### src/rtl/tilt_pkg.sv
package tilt_pkg;
  typedef enum logic [1:0] {
    MODE_OFF  = 2'd0,
    MODE_ACQ  = 2'd1,
    MODE_HOLD = 2'd2
  } mode_e;
endpackage

### src/rtl/tilt_en_edge.sv
module tilt_en_edge (
  input  logic clk,
  input  logic rst,
  input  logic en_i,
  output logic rise_o
);
  logic en_q;

  always_ff @(posedge clk) begin
    if (rst) en_q <= 1'b0;
    else     en_q <= en_i;
  end

  assign rise_o = en_i & ~en_q;
endmodule

### src/rtl/tilt_seq_fsm.sv
module tilt_seq_fsm
  import tilt_pkg::*;
#(
  parameter int TMO_CYCLES = 64
) (
  input  logic  clk,
  input  logic  rst,
  input  logic  en_i,
  input  logic  start_i,
  input  logic  all_got_i,
  output mode_e mode_o,
  output logic  acq_open_o,
  output logic  go_hold_o
);
  localparam int CW = $clog2(TMO_CYCLES + 1);
  localparam logic [CW-1:0] TMO_LAST = CW'(TMO_CYCLES - 1);

  mode_e         state_q, state_d;
  logic [CW-1:0] cnt_q;
  logic          tmo_hit;

  assign tmo_hit    = (state_q == MODE_ACQ) && (cnt_q == TMO_LAST);
  assign go_hold_o  = (state_q == MODE_ACQ) && en_i && (all_got_i || tmo_hit);
  // strobes are refused on the timeout edge so a late sample never
  // pulses ready without reaching the flags
  assign acq_open_o = (state_q == MODE_ACQ) && en_i && !tmo_hit;

  always_comb begin
    state_d = state_q;
    if (!en_i) begin
      state_d = MODE_OFF;
    end else begin
      unique case (state_q)
        MODE_OFF:  if (start_i)   state_d = MODE_ACQ;
        MODE_ACQ:  if (go_hold_o) state_d = MODE_HOLD;
        MODE_HOLD: state_d = MODE_HOLD;
        default:   state_d = MODE_OFF;
      endcase
    end
  end

  always_ff @(posedge clk) begin
    if (rst) begin
      state_q <= MODE_OFF;
      cnt_q   <= '0;
    end else begin
      state_q <= state_d;
      if (start_i || state_q != MODE_ACQ) cnt_q <= '0;
      else if (!tmo_hit)                  cnt_q <= cnt_q + 1'b1;
    end
  end

  assign mode_o = state_q;
endmodule

### src/rtl/tilt_axis_lane.sv
module tilt_axis_lane #(
  parameter int DW  = 14,
  parameter int THR = 688
) (
  input  logic          clk,
  input  logic          rst,
  input  logic          clr_i,
  input  logic          open_i,
  input  logic          valid_i,
  input  logic [DW-1:0] data_i,
  output logic [DW-1:0] sample_o,
  output logic          flag_o,
  output logic          got_o,
  output logic          rdy_o
);
  localparam logic [DW:0] THR_W = (DW+1)'(THR);

  logic [DW:0] ext, mag;
  logic        take;

  // one extra bit so the most negative code has a representable magnitude
  assign ext  = {data_i[DW-1], data_i};
  assign mag  = ext[DW] ? (~ext + 1'b1) : ext;
  assign take = open_i & valid_i & ~got_o;

  always_ff @(posedge clk) begin
    if (rst || clr_i) begin
      sample_o <= '0;
      flag_o   <= 1'b0;
      got_o    <= 1'b0;
      rdy_o    <= 1'b0;
    end else begin
      rdy_o <= take;
      if (take) begin
        sample_o <= data_i;
        flag_o   <= (mag > THR_W);
        got_o    <= 1'b1;
      end
    end
  end
endmodule

### src/rtl/tilt_oneshot_seq.sv
module tilt_oneshot_seq
  import tilt_pkg::*;
#(
  parameter int DW         = 14,
  parameter int NAX        = 3,
  parameter int THR        = 688,
  parameter int TMO_CYCLES = 64
) (
  input  logic              clk,
  input  logic              rst,
  input  logic              en_i,
  input  logic [NAX-1:0]    smp_valid_i,
  input  logic [NAX*DW-1:0] smp_data_i,
  output logic [NAX-1:0]    tilt_o,
  output logic [NAX*DW-1:0] sample_o,
  output logic [NAX-1:0]    axis_rdy_o,
  output logic              all_rdy_o,
  output logic [1:0]        mode_o
);
  logic           start, clr, acq_open, go_hold;
  logic [NAX-1:0] got, flag;
  mode_e          mode;

  tilt_en_edge u_edge (
    .clk    (clk),
    .rst    (rst),
    .en_i   (en_i),
    .rise_o (start)
  );

  tilt_seq_fsm #(.TMO_CYCLES(TMO_CYCLES)) u_fsm (
    .clk        (clk),
    .rst        (rst),
    .en_i       (en_i),
    .start_i    (start),
    .all_got_i  (&got),
    .mode_o     (mode),
    .acq_open_o (acq_open),
    .go_hold_o  (go_hold)
  );

  assign clr = ~en_i | start;

  for (genvar i = 0; i < NAX; i++) begin : g_lane
    tilt_axis_lane #(.DW(DW), .THR(THR)) u_lane (
      .clk      (clk),
      .rst      (rst),
      .clr_i    (clr),
      .open_i   (acq_open),
      .valid_i  (smp_valid_i[i]),
      .data_i   (smp_data_i[i*DW +: DW]),
      .sample_o (sample_o[i*DW +: DW]),
      .flag_o   (flag[i]),
      .got_o    (got[i]),
      .rdy_o    (axis_rdy_o[i])
    );
  end

  always_ff @(posedge clk) begin
    if (rst || !en_i) begin
      tilt_o    <= '0;
      all_rdy_o <= 1'b0;
    end else begin
      all_rdy_o <= go_hold & (&got);
      if (go_hold)                tilt_o <= flag;
      else if (mode != MODE_HOLD) tilt_o <= '0;
    end
  end

  assign mode_o = mode;
endmodule

### config.mk
export PLATFORM = sky130hd
export DESIGN_NAME = tilt_oneshot_seq
export DESIGN_NICKNAME = d
export VERILOG_FILES = /design/src/rtl/tilt_pkg.sv /design/src/rtl/tilt_en_edge.sv /design/src/rtl/tilt_seq_fsm.sv /design/src/rtl/tilt_axis_lane.sv /design/src/rtl/tilt_oneshot_seq.sv
export SDC_FILE = /design/constraint.sdc
export NUM_CORES = 1
export LEC_CHECK = 0
export BUFFER_PORTS_ARGS = -buffer_cell sky130_fd_sc_hd__clkbuf_2
export CAP_MARGIN = 30
export CORE_MARGIN = 8
export CORE_UTILIZATION = 48
export CTS_BUF_LIST = sky130_fd_sc_hd__clkbuf_16
export DETAILED_ROUTE_END_ITERATION = 16
export PLACE_DENSITY_LB_ADDON = 0.08
export SYNTH_ARGS = -nofsm -noshare
export SYNTH_HDL_FRONTEND = slang
export SYNTH_HIERARCHICAL = 1
export SYNTH_SLANG_ARGS = --single-unit
export TNS_END_PERCENT = 100
### constraint.sdc
create_clock -name clk -period 2.2 [get_ports clk]
set_clock_uncertainty 0.05 [all_clocks]
set_input_delay 0.44 -clock clk [delete_from_list [all_inputs] [get_ports clk]]
set_output_delay 0.44 -clock clk [all_outputs]
set_load 0.03 [all_outputs]
==> impl_metrics.csv <==
group,metric,value,unit
critical_path,critical_path_class,"reg2reg",
hold_path,min_path_type,"in2reg",
detailed_routing,drt.antenna.violating_nets,0,
clock_tree,cts_buffers,9,
synthesis,synth-compound-area-share,20.6,%
timing,max-slew-margin-rel,72.2,%
global_route,grtUsageTotal,18.8,%
detailed_routing,dr_total_vias,4014,
synthesis,synth_top_area_cell,"dfxtp_1",
global_route,grt_max_degree,18,
power,p_total,0.00292,W
die,die_h,106,µm
critical_path,crit_arrival,2.15,ns
synthesis,avgSynthCellArea,7.68,µm²
critical_path,r2r_cells,8,
detailed_routing,drtIter0Drc,109,
detailed_routing,vias_per_cell,5.46,
clock_tree,hold_buffers,0,
synthesis,muxShareOfSynthArea,1.39,%
detailed_routing,wl_met2,4900,µm
clock_tree,insertion_delay,0.33,ns
synthesis,yosys-top-cells-area,"dfxtp_1 34%, nand2_1 10%, a21oi_1 7.7%",
synthesis,syn_nets,560,
timing,slew_violations,0,
synthesis,synth_xor_area_share,1.35,%
clock_tree,cts_tree,"built",
synthesis,yosys_warnings,6,
global_route,globalRoute.totalOverflow,0,
detailed_routing,wl_met3,755,µm
clock_tree,ctsHtreeMaxLevel,3,
detailed_routing,highest_layer,"met4",
power,power_leakage,1.99,nW
status,status,"finished, final reports clean",
detailed_routing,wl_per_cell,14.3,µm
timing,finalSetupViolCount,0,
power,peakVddDrop,0.000377,V
global_route,grt_pass1_vias,3781,
placed_design,dp_hpwl,8040,µm
synthesis,synth_flop_cell,"dfxtp_1",
hold_path,worstHoldStart,"smp_data_i[40]",
critical_path,r2r_setup_slack,0.20,ns
global_route,grt_pass1_wl,17800,µm
synthesis,synth.distinct_cells,57,
synthesis,yosys.area_share.adder,2.26,%
timing,hold_slack,0.316,ns
clock_tree,clkTransAtPathRegs,0.06,ns
timing,grt_setup_unrepaired,"false",
timing,finalCriticalPeriod,2.00,ns
die,core_area,7770,µm²
critical_path,cp_max_fo,5,
power,powerDensity,587,nW/µm²
critical_path,timing.rr.end,"g_lane[0].u_lane/flag_o$_SDFFE_PP0P_",
layout,nFillCells,703,
timing,hold_violations,0,
die,die_x,106,µm
global_route,antenna_found_initial,0,
critical_path,end_kind,"register",
hold_path,hold_depth,3,
die,die-area,11200,µm²
clock_tree,cts_buffer_depth,2,
synthesis,synth_edf_count,0,
detailed_routing,firstDrtPassIters,5,
synthesis,yosysSeqAreaShare,33.5,%
timing,tightest_slew,0.414,ns
synthesis,syn-cell-area,3880,µm²
critical_path,start_kind,"register",
run,maxCapViolCount,0,
layout,num_antenna_cells,0,
clock_tree,cts-root-buf,"clkbuf_16",
die,io_pins,99,
layout,nets,683,
detailed_routing,wl,10500,µm
synthesis,yosys_register_bits,65,
synthesis,synth_top_area_share,33.5,%
critical_path,r2r_start,"u_fsm/cnt_q[0]$_SDFFE_PP0N_",
synthesis,synth_top_family_by_area,"simple AND/OR/NAND/NOR gates",
detailed_routing,wl_met1,4790,µm
clock_tree,cts_setup_buffers,0,
hold_path,whs_endpoint,"g_lane[2].u_lane/sample_o[12]$_SDFFE_PP0P_",
synthesis,synth-simple-area-share,35.8,%
placed_design,gp_congestion,0.841,
clock_tree,clkSinkCount,65,
die,start_util,50.0,%
timing,post-route-period-util,90.9,%
synthesis,ys_async_sr_fraction,0,%
timing,max_freq,500,MHz
layout,layout-drive-gt1-share,29.7,%
layout,syn_to_final_growth,28.3,%
synthesis,netlist_instances,505,
placed_design,port_buffers,98,
die,fp-row-count,32,
detailed_routing,drcViolationCount,0,
critical_path,cp.required,2.35,ns
## cells in the final DEF (no fill, tap or decap), types with 4 or more instances in the layout
cell type	count
nand2b_1	8
nand4_1	7
nand4b_1	7
nand3_1	9
o211ai_1	8
inv_1	15
xnor2_1	6
nor2_1	31
o21ai_0	15
and4b_1	4
nand2_1	105
nor4_1	9
ha_1	7
or2_2	6
and2_1	6
dfxtp_1	64
nor3_1	9
clkbuf_16	9
clkbuf_2	98
a21o_1	6
a31oi_1	7
buf_4	44
nor2b_1	6
a21oi_1	59
## worst max-delay path, cell delays in order (launching register included)
cell and delay [ns]:
dfxtp_1 0.33, ha_1 0.22, and4_4 0.23, a21oi_4 0.22, nand2_1 0.09, nor2_1 0.13
o21ai_0 0.16, nor4b_1 0.37, nor4_1 0.07
## what timing repair did
action / in CTS / in global routing
endpoints found under the setup margin: 0 / 1
resized for setup: 0 / 1
endpoints found under the hold margin: 0 / 0
## worst max path at each step
| stage | start | endpoint | depth (start not counted) | slack, ns |
|---|---|---|---|---|
| 4_1_cts | u_fsm/cnt_q[0]$_SDFFE_PP0N_ | g_lane[2].u_lane/flag_o$_SDFFE_PP0P_ | 8 | 0.15 |
| 3_3_place_gp | smp_data_i[14] | g_lane[1].u_lane/flag_o$_SDFFE_PP0P_ | 7 | 0.005 |
| 6_report | u_fsm/cnt_q[0]$_SDFFE_PP0N_ | g_lane[0].u_lane/flag_o$_SDFFE_PP0P_ | 8 | 0.20 |
| 3_5_place_dp | smp_data_i[0] | g_lane[0].u_lane/flag_o$_SDFFE_PP0P_ | 9 | -0.02 |
| 2_1_floorplan | u_fsm/mode_o[1]$_SDFFE_PP0P_ | g_lane[1].u_lane/flag_o$_SDFFE_PP0P_ | 9 | 0.04 |
| 5_1_grt | u_fsm/cnt_q[0]$_SDFFE_PP0N_ | g_lane[1].u_lane/flag_o$_SDFFE_PP0P_ | 8 | 0.05 |
## flip-flops by register name (all words and copies together) (netlist names)
| name | cells |
|---|---|
| g_lane.u_lane/sample_o | 42 |
| u_fsm/cnt_q | 7 |
| g_lane.u_lane/flag_o | 3 |
| g_lane.u_lane/got_o | 3 |
| g_lane.u_lane/rdy_o | 3 |
| tilt_o | 3 |
| u_fsm/mode_o | 2 |
| all_rdy_o | 1 |
| u_edge/en_q | 1 |
## through the flow
step	utilization (%)	TNS, ns	setup WS [ns]	instance area (µm²)	std cells
3_5_place_dp	60.4	-0.0502	-0.0218	4690	719
4_1_cts	64.0	0	0.151	4970	735
5_1_grt	64.1	0	0.0533	4980	735
3_3_place_gp	60.4	0	0.00506	4690	719
6_report	64.1	0	0.200	4980	735
2_1_floorplan	-	0	0.0434	3880	505
## area by class of cell
cell class / instances / area (µm²) / area share (%)
clock buffers: 9 / 225 / 4.52
clock inverters: 7 / 53.8 / 1.08
inverters: 15 / 56.3 / 1.13
multi-input cells: 395 / 2390 / 48.0
flip-flops and latches: 65 / 1300 / 26.2
well taps: 102 / 128 / 2.56
repair buffers: 142 / 821 / 16.5
## layer usage
metal  up-vias  track usage [%]
met5         -                0
met4         0             5.13
met3         5             7.07
met2       105             29.9
met1      1846             23.3
li1       2058                -
## cells by family (layout without fill, tap and decap cells)
group           count (synthesis)  count (layout)
fa+ha+maj                       7               7
simple gates                  247             247
flops                          65              65
compound gates                130             130
mux                             5               5
xor+xnor                        6               6
buf+inv                        45             173
## synthesized netlist by cell type, drive strengths merged (4+ instances only)
cell    number
nand2      105
dfxtp       65
a21oi       60
nor2        34
clkbuf      21
o21ai       18
inv         15
nor4        12
nand3       10
buf          9
nor3         9
nand2b       8
nor2b        8
o211ai       8
a31oi        7
ha           7
nand4        7
nand4b       7
a21o         6
and2         6
or2          6
xnor2        6
a211oi       4
a21boi       4
and4b        4
## power by group
part	total, W	internal [W]	switching, W
logic	0.000399	0.000175	0.000225
registers	0.00119	0.00118	0.00000628
clock network	0.00133	0.000769	0.000561
Note: power is estimated with default switching activity, not from simulation.
